**src/rtl/fza_pkg.sv**
```systemverilog
package fza_pkg;

  localparam int unsigned FZ_NREQ   = 3;
  localparam int unsigned FZ_RATE_W = 8;
  localparam int unsigned FZ_NCLS   = 4;
  localparam int unsigned FZ_CLS_W  = 2;

  // Fuzzy class index; CLS_NONE marks a requester that is not competing.
  typedef enum logic [FZ_CLS_W-1:0] {
    CLS_LOW  = 2'd0,
    CLS_MED  = 2'd1,
    CLS_HIGH = 2'd2,
    CLS_NONE = 2'd3
  } fz_cls_e;

  // Class that rule 'combo' assigns to requester 'idx'.
  function automatic int unsigned rule_class(input int unsigned combo,
                                             input int unsigned idx);
    return (combo >> (FZ_CLS_W * idx)) % FZ_NCLS;
  endfunction

  // Requester selected by a rule: lowest class, lower index on equal class.
  function automatic int unsigned rule_winner(input int unsigned combo,
                                              input int unsigned nreq);
    int unsigned best_cls;
    int unsigned best_idx;
    best_cls = FZ_NCLS;
    best_idx = 0;
    for (int unsigned i = 0; i < nreq; i++) begin
      if (rule_class(combo, i) < best_cls) begin
        best_cls = rule_class(combo, i);
        best_idx = i;
      end
    end
    return best_idx;
  endfunction

endpackage

```
**src/rtl/fza_fuzzifier.sv**
```systemverilog
module fza_fuzzifier
  import fza_pkg::*;
#(
  parameter int unsigned RATE_W = FZ_RATE_W
) (
  input  logic                              active_i,
  input  logic [RATE_W-1:0]                 rate_i,
  output logic [FZ_NCLS-1:0][RATE_W-1:0]    deg_o
);

  localparam logic [RATE_W-1:0] HALF     = RATE_W'(1) << (RATE_W - 1);
  localparam logic [RATE_W-1:0] FULL     = '1;
  localparam logic [RATE_W-1:0] HIGH_OFS = HALF - RATE_W'(1);

  // Triangular sets: low falls from the origin, medium peaks near one
  // half, high rises to full scale. Degrees form a partition of HALF.
  always_comb begin
    deg_o = '0;
    if (!active_i) begin
      deg_o[CLS_NONE] = HALF;
    end else if (rate_i < HALF) begin
      deg_o[CLS_LOW] = HALF - rate_i;
      deg_o[CLS_MED] = rate_i;
    end else begin
      deg_o[CLS_MED]  = FULL - rate_i;
      deg_o[CLS_HIGH] = rate_i - HIGH_OFS;
    end
  end

endmodule

```
**src/rtl/fza_rule_engine.sv**
```systemverilog
module fza_rule_engine
  import fza_pkg::*;
#(
  parameter int unsigned NREQ  = FZ_NREQ,
  parameter int unsigned DEG_W = FZ_RATE_W
) (
  input  logic [NREQ-1:0][FZ_NCLS-1:0][DEG_W-1:0] deg_i,
  output logic [NREQ-1:0][DEG_W-1:0]              wgrant_o,
  output logic [NREQ-1:0][DEG_W-1:0]              wdeny_o
);

  localparam int unsigned NCOMB = FZ_NCLS ** NREQ;

  // Every class combination is one rule. Combinations that place an active
  // requester in CLS_NONE, or an idle one elsewhere, have zero strength.
  always_comb begin
    logic [DEG_W-1:0] strength;
    int unsigned      win;
    wgrant_o = '0;
    wdeny_o  = '0;
    for (int unsigned k = 0; k < NCOMB; k++) begin
      strength = '1;
      for (int unsigned i = 0; i < NREQ; i++) begin
        if (deg_i[i][rule_class(k, i)] < strength) begin
          strength = deg_i[i][rule_class(k, i)];
        end
      end
      win = rule_winner(k, NREQ);
      for (int unsigned i = 0; i < NREQ; i++) begin
        if (i == win) begin
          if (strength > wgrant_o[i]) wgrant_o[i] = strength;
        end else begin
          if (strength > wdeny_o[i]) wdeny_o[i] = strength;
        end
      end
    end
  end

endmodule

```
**src/rtl/fza_defuzz.sv**
```systemverilog
module fza_defuzz
  import fza_pkg::*;
#(
  parameter int unsigned DEG_W   = FZ_RATE_W,
  parameter int unsigned SCORE_W = FZ_RATE_W
) (
  input  logic [DEG_W-1:0]   wgrant_i,
  input  logic [DEG_W-1:0]   wdeny_i,
  output logic [SCORE_W-1:0] score_o
);

  localparam int unsigned       NUM_W = DEG_W + SCORE_W;
  localparam logic [NUM_W-1:0]  PEAK  = NUM_W'((1 << SCORE_W) - 1);

  logic [NUM_W-1:0] num;
  logic [NUM_W-1:0] den;

  // Weighted average of the grant singleton (at PEAK) and deny singleton (at 0).
  always_comb begin
    num = NUM_W'(wgrant_i) * PEAK;
    den = NUM_W'(wgrant_i) + NUM_W'(wdeny_i);
    if (den == '0) begin
      score_o = '0;
    end else begin
      score_o = SCORE_W'(num / den);
    end
  end

endmodule

```
**src/rtl/fza_select.sv**
```systemverilog
module fza_select
  import fza_pkg::*;
#(
  parameter int unsigned NREQ    = FZ_NREQ,
  parameter int unsigned SCORE_W = FZ_RATE_W
) (
  input  logic [NREQ-1:0]               req_i,
  input  logic [NREQ-1:0][SCORE_W-1:0]  score_i,
  output logic [NREQ-1:0]               gnt_o
);

  always_comb begin
    logic               found;
    logic [SCORE_W-1:0] best;
    int unsigned        pick;
    found = 1'b0;
    best  = '0;
    pick  = 0;
    for (int unsigned i = 0; i < NREQ; i++) begin
      if (req_i[i] && (!found || (score_i[i] > best))) begin
        found = 1'b1;
        best  = score_i[i];
        pick  = i;
      end
    end
    gnt_o = '0;
    if ($countones(req_i) == 1) begin
      gnt_o = req_i;
    end else if (found) begin
      gnt_o[pick] = 1'b1;
    end
  end

endmodule

```
**src/rtl/fza_arbiter.sv**
```systemverilog
module fza_arbiter
  import fza_pkg::*;
#(
  parameter int unsigned NREQ   = FZ_NREQ,
  parameter int unsigned RATE_W = FZ_RATE_W
) (
  input  logic                     clk,
  input  logic                     rst_n,
  input  logic [NREQ-1:0]          req_i,
  input  logic [NREQ*RATE_W-1:0]   rate_i,
  output logic [NREQ-1:0]          gnt_o,
  output logic                     valid_o
);

  localparam int unsigned HALF_INT = 1 << (RATE_W - 1);

  logic [NREQ-1:0][FZ_NCLS-1:0][RATE_W-1:0] deg;
  logic [NREQ-1:0][RATE_W-1:0]              wgrant;
  logic [NREQ-1:0][RATE_W-1:0]              wdeny;
  logic [NREQ-1:0][RATE_W-1:0]              score;
  logic [NREQ-1:0]                          gnt_d;
  logic                                     valid_d;
  logic                                     load_en;
  logic [NREQ-1:0]                          gnt_q;
  logic                                     valid_q;

  generate
    for (genvar gi = 0; gi < NREQ; gi++) begin : g_req
      fza_fuzzifier #(.RATE_W(RATE_W)) u_fuzz (
        .active_i (req_i[gi]),
        .rate_i   (rate_i[gi*RATE_W +: RATE_W]),
        .deg_o    (deg[gi])
      );

      fza_defuzz #(.DEG_W(RATE_W), .SCORE_W(RATE_W)) u_defuzz (
        .wgrant_i (wgrant[gi]),
        .wdeny_i  (wdeny[gi]),
        .score_o  (score[gi])
      );

      // membership degrees of every requester form a partition of one
      a_r1_partition: assert property (@(posedge clk) disable iff (!rst_n)
        (32'(deg[gi][0]) + 32'(deg[gi][1]) + 32'(deg[gi][2]) + 32'(deg[gi][3]))
          == HALF_INT);
    end
  endgenerate

  fza_rule_engine #(.NREQ(NREQ), .DEG_W(RATE_W)) u_rules (
    .deg_i    (deg),
    .wgrant_o (wgrant),
    .wdeny_o  (wdeny)
  );

  fza_select #(.NREQ(NREQ), .SCORE_W(RATE_W)) u_select (
    .req_i   (req_i),
    .score_i (score),
    .gnt_o   (gnt_d)
  );

  // Next state
  always_comb begin
    valid_d = |gnt_d;
    load_en = (|req_i) | valid_q;
  end

  // Registers
  always_ff @(posedge clk or negedge rst_n) begin
    if (!rst_n) begin
      gnt_q   <= '0;
      valid_q <= 1'b0;
    end else if (load_en) begin
      gnt_q   <= gnt_d;
      valid_q <= valid_d;
    end
  end

  assign gnt_o   = gnt_q;
  assign valid_o = valid_q;

  // never more than one grant
  a_r6_onehot: assert property (@(posedge clk) disable iff (!rst_n)
    $onehot0(gnt_q));

  // grant names only a requester of the previous cycle
  a_r6_subset: assert property (@(posedge clk) disable iff (!rst_n)
    (|req_i) |=> ((gnt_q & ~$past(req_i)) == '0));

  // a lone request is granted directly
  a_r7_bypass: assert property (@(posedge clk) disable iff (!rst_n)
    $onehot(req_i) |=> (gnt_q == $past(req_i)));

  // no request leaves nothing granted
  a_r8_idle: assert property (@(posedge clk) disable iff (!rst_n)
    (req_i == '0) |=> !valid_q);

  // contention always produces a grant
  a_r5_contend: assert property (@(posedge clk) disable iff (!rst_n)
    ($countones(req_i) > 1) |=> valid_q);

  // valid flags a set grant bit
  a_r10_valid: assert property (@(posedge clk) disable iff (!rst_n)
    valid_q == (gnt_q != '0));

endmodule

```
**config.mk**
```make
export PLATFORM = sky130hd
export DESIGN_NAME = fza_arbiter
export DESIGN_NICKNAME = d
export VERILOG_FILES = /design/src/rtl/fza_pkg.sv /design/src/rtl/fza_fuzzifier.sv /design/src/rtl/fza_rule_engine.sv /design/src/rtl/fza_defuzz.sv /design/src/rtl/fza_select.sv /design/src/rtl/fza_arbiter.sv
export SDC_FILE = /design/constraint.sdc
export NUM_CORES = 2
export LEC_CHECK = 0
export BUFFER_PORTS_ARGS = -buffer_cell sky130_fd_sc_hd__buf_2
export CORE_MARGIN = 2
export CORE_UTILIZATION = 59
export DETAILED_ROUTE_END_ITERATION = 10
export MAX_ROUTING_LAYER = met4
export PLACE_DENSITY = 0.75
export SYNTH_ARGS = -nofsm -noshare
export SYNTH_HDL_FRONTEND = slang
export SYNTH_HIERARCHICAL = 1
export SYNTH_SLANG_ARGS = --single-unit
```
**constraint.sdc**
```tcl
create_clock -name clk -period 2.26 [get_ports clk]
set_clock_uncertainty 0.2 [all_clocks]
set_input_delay 0.452 -clock clk [delete_from_list [all_inputs] [get_ports clk]]
set_output_delay 0.452 -clock clk [all_outputs]
set_load 0.02 [all_outputs]
```
==> results by group, run 1 <==
Synthesis
  – Mapped Cells: ~14,000
  – Post-synthesis sequential area ratio: 0.00102
  – Commonest cells post-synth: 2,419 x ha_1, 1,261 x o21ai_0, 1,193 x a21oi_1
  – Synth async-reset ratio: 1.00
  – Syn Std Cell Area: 0.0985 mm2
  – Largest area contributor in the netlist: ha_1
  – Post-synth top area share: 0.307
  – Top_reg_cell synth: dfrtp_1
  – Count leader, synth: ha_1
  – YS warnings: 6
  – Post-synthesis sequential element count: 4
  – Post-synth EDFFs: 0
  – Cell variety after synth: approximately 150
  – Ranking of synthesized cells by area: ha_1 31%, o21ai_0 6.4%, mux2i_1 6.2%, a21oi_1 6.1%, mux2_2 5.4%
  – Syn_area_per_cell: around 7.3 um2

Clocking
  – TritonCTS buffer count: 3
  – Clk root buf: clkbuf_16
  – H-tree depth: 1
  – Sink Count: 4
  – Worst-case clock buffer depth: 2

Global routing
  – Vias in the first global route: 178,000
  – Pin count of the biggest net entering global routing: 34
  – GRT Util Overall: 0.853
  – Grt ovf: between 4,000 and 5,000
  – Global-route wire length before repair: 1,120,000 um

Outcome
  – Log Error: [ERROR GRT-0116] Global routing finished with congestion. Check the congestion regions in the DRC Viewer.
  – Status: aborted with a tool error
  – Stopped at: 5_1_grt

Placed design
  – GPL Wtd Cong: 1.31
  – Post-place setup slack: -117.94 ns
  – Count of input and output buffers: 32
  – Final HPWL DP: 417,000 um

Die
  – Die Ht: approximately 410 um
  – Io pins: 33
  – Initial Utilization: 0.596
  – Row count: 149
  – Die X: roughly 410 um
-- cells by family after synthesis --
group / after synthesis / synth area share
AOI/OAI and AO/OA: 4243 / 0.273
adders and majority gates: 2523 / 0.327
other: 3 / 0.000114
DFF: 4 / 0.00102
buffers and inverters: 1448 / 0.0581
and+or+nand+nor: 4021 / 0.201
muxes: 1109 / 0.120
xor gates and xnor gates: 226 / 0.0202
-- repair_timing --
item                                    CTS
endpoints found under the hold margin     4
buffers inserted                        266
hold buffers                              1
gates cloned                             18
pin swaps                               312
resized for setup                       357
endpoints found under the setup margin    4
-- per-layer routing --
metal / global-route usage / overflow
met1: 0.807 / 296
met2: 1.01 / 2801
met3: 0.720 / 259
met4: 0.858 / 913
met5: - / -
-- per-stage QoR --
| step | cells | setup TNS (ns) | util | hold WS (ns) | area, um2 |
|---|---|---|---|---|---|
| detailed placement | 20400 | -471.26 | 0.843 | 0.0644 | 139000 |
| global placement | 20400 | -436.01 | 0.843 | 0.0570 | 139000 |
| CTS | 20600 | -446.34 | 0.865 | 0.304 | 143000 |
| floorplan | 13600 | -445.22 | - | -0.0436 | 101000 |
==> run 2: changes to the inputs <==
CORE_UTILIZATION = 40   (was 59)
MAX_ROUTING_LAYER = default   (was met4)
PLACE_DENSITY = default   (was 0.75)
PLACE_DENSITY_LB_ADDON = 0.15   (was default)
==> run 2 against run 1 <==
Compared with the run above:
- synthesized cell count did not move
- the flow now finishes, with violations (slew limit, setup timing)
- synthesized area did not move
==> results by group, run 2 <==
Critical path
  – Worst setup EP type: register
  – Cells on worst reg2reg path: 2
  – Cell mode on critical path: buf_4
  – R2R setup slack: 0.90 ns
  – Max incr delay on CP: between 0.4 and 0.5 ns
  – CP Launch Type: primary input
  – Worst path depth: about 970
  – Crit-path leading delay family: compound AO/OA/AOI/OAI gates
  – Critical path's slowest cell: or3_4
  – CP arrival: 113.63 ns
  – WS Path Type: in2reg
  – CP max FO: 8
  – Critical Path RT: approximately 2.2 ns
  – WP buf/inv: 102

Drt
  – Detailed Route Iter0 Violations: 9,443
  – Post-DRT Antenna Nets: 0
  – Routed length per instance: 23.3 um
  – Vias per inst: between 5 and 6
  – DRC viols: 0
  – First-pass DRT Iterations: 8
  – Vias post-DR: 124,000
  – Total routed wirelength: around 520,000 um

Placed design
  – GPL Wtd Cong: 1.09 (-17%)
  – Count of input and output buffers: 32 (unchanged)
  – Placed insts: 21,700 (+6.7%)
  – Final HPWL DP: 431,000 um (+3.5%)
  – Post-place setup slack: -113.26 ns (+4.67 ns)

Clocking
  – Clk root buf: clkbuf_16
  – Clock Latency Late Sink: roughly 0.22 ns
  – Worst-case clock buffer depth: 2 (unchanged)
  – TritonCTS buffer count: 3 (unchanged)
  – H-tree depth: 1 (unchanged)
  – Sink Count: 4 (unchanged)
  – Clk slew on worst S/H paths: about 0.03 ns
  – TritonCTS clock tree: built

Synthesis
  – YS warnings: 6 (unchanged)
  – Count leader, synth: ha_1
  – Syn Std Cell Area: 0.0985 mm2 (unchanged)
  – Post-synth EDFFs: 0 (unchanged)
  – Commonest cells post-synth: 2,419 x ha_1, 1,261 x o21ai_0, 1,193 x a21oi_1
  – Top_reg_cell synth: dfrtp_1
  – Cell variety after synth: 153 (unchanged)
  – Post-synth top area share: 0.307 (unchanged)
  – Ranking of synthesized cells by area: ha_1 31%, o21ai_0 6.4%, mux2i_1 6.2%, a21oi_1 6.1%, mux2_2 5.4%
  – Mapped Cells: 13,600 (unchanged)
  – Syn_area_per_cell: 7.26 um2 (unchanged)
  – Post-synthesis sequential element count: 4 (unchanged)
  – Largest area contributor in the netlist: ha_1
  – Synth async-reset ratio: 1.00 (unchanged)
  – Post-synthesis sequential area ratio: 0.00102 (unchanged)

Global routing
  – GRT Util Overall: 0.394
  – Vias in the first global route: about 120k
  – Pin count of the biggest net entering global routing: 34
  – Grt ovf: 0
  – Initial antenna violation count: 25
  – Global-route wire length before repair: 749,000 um

Die
  – Row count: 182 (+22%)
  – Io pins: 33 (unchanged)
  – Die Footprint: 0.250 mm2
  – Core Footprint: approximately 0.25 mm2
  – Die Ht: 500 um (+21%)
  – Initial Utilization: 0.401 (-0.194)
  – Die X: 500 um (+21%)

Final layout
  – Final nets: about 21,000
  – Commonest non-fill, non-tap cells in the layout: 5,570 x buf_4, 2,319 x ha_1, 1,104 x o21ai_0
  – Area delta synth->final: 51.7%
  – Final non-filler cell total: ~22,000
  – Commonest non-fill, non-tap cell in the layout: buf_4
  – Ratio of cells with drive above 1 in the final layout: 0.380
  – Finished Core Util: 0.609
  – Largest register FFs: 3

STA
  – Post-route setup slack: -111.47 ns
  – Worst-Margin Slew: around 2.0 ns
  – Max-slew violation count: 9
  – Minimum clock period: between 100 and 150 ns
  – RSZ-0062 raised after global routing: yes
  – Final Hold Fails: 0
  – TNS Setup: -445.41 ns
  – Crit share post-route: 50.3
  – Relative slew margins: -0.338
  – Endpoints failing setup: 4
  – Fmax: roughly 0.009 GHz

Outcome
  – Status: complete, but fails checks
  – Failing checks: slew limit, setup timing

Hold path
  – Hold path cells: 1
  – Hold crit path type: reg2reg

Run
  – MaxCap Viol Count: 0
run 2: final timing paths:
check,startpoint,endpoint
setup / recovery,rate_i[3],gnt_o[0]
hold / removal,gnt_o[1],gnt_o[1]
setup reg to reg,valid_o,gnt_o[0]
hold reg to reg,gnt_o[1],gnt_o[1]
max in group asynchronous,rst_n,gnt_o[2]
min in group asynchronous,rst_n,gnt_o[0]
run 2: final cells by class:
cell class	count	area (um2)
Antenna cell	17	42.5
Tap cell	3220	4030
Sequential cell	4	100
Clock buffer	3	75.1
Multi-Input combinational cell	12200	98300
Inverter	1077	4040
Fill cell	23100	96000
Timing Repair Buffer	5656	42800
run 2: cells by family (layout without fill, tap and decap cells):
family,Yosys count,in the layout,synth area share
AO/OA/AOI/OAI,4243,4245,0.273
XOR/XNOR,226,226,0.0202
flip-flops,4,4,0.00102
buffers and inverters,1448,6736,0.0581
adder cells (fa/ha/maj),2523,2523,0.327
multiplexers,1109,1109,0.120
other,3,38,0.000114
AND/OR/NAND/NOR,4021,4028,0.201
run 2: timing repair:
action	4_1_cts	5_1_grt
resized for setup	244	437
buffers inserted	216	155
pin swaps	193	399
hold endpoints to repair	4	0
hold buffers	1	0
cloned	11	1
endpoints found under the setup margin	4	4
run 2: per-stage QoR:
step | hold slack [ns] | area [um2]
3_3_place_gp | 0.0592 | 143000
3_5_place_dp | 0.0607 | 143000
2_1_floorplan | -0.0436 | 101000
5_1_grt | 0.332 | 149000
6_report | 0.318 | 149000
4_1_cts | 0.319 | 146000
run 2: routing by layer:
layer  GRT usage  vias up  part of all wire
met5           0        -           0.00012
met4       0.289       10             0.090
met3      0.0594     1253             0.073
met2       0.617     4304              0.42
met1       0.488    57900              0.41
li1            -    60600                 -
Power of run 2 is left out: the tool's default activity adds up to more than one toggle a clock period on the data nets, which glitch-free logic cannot reach.
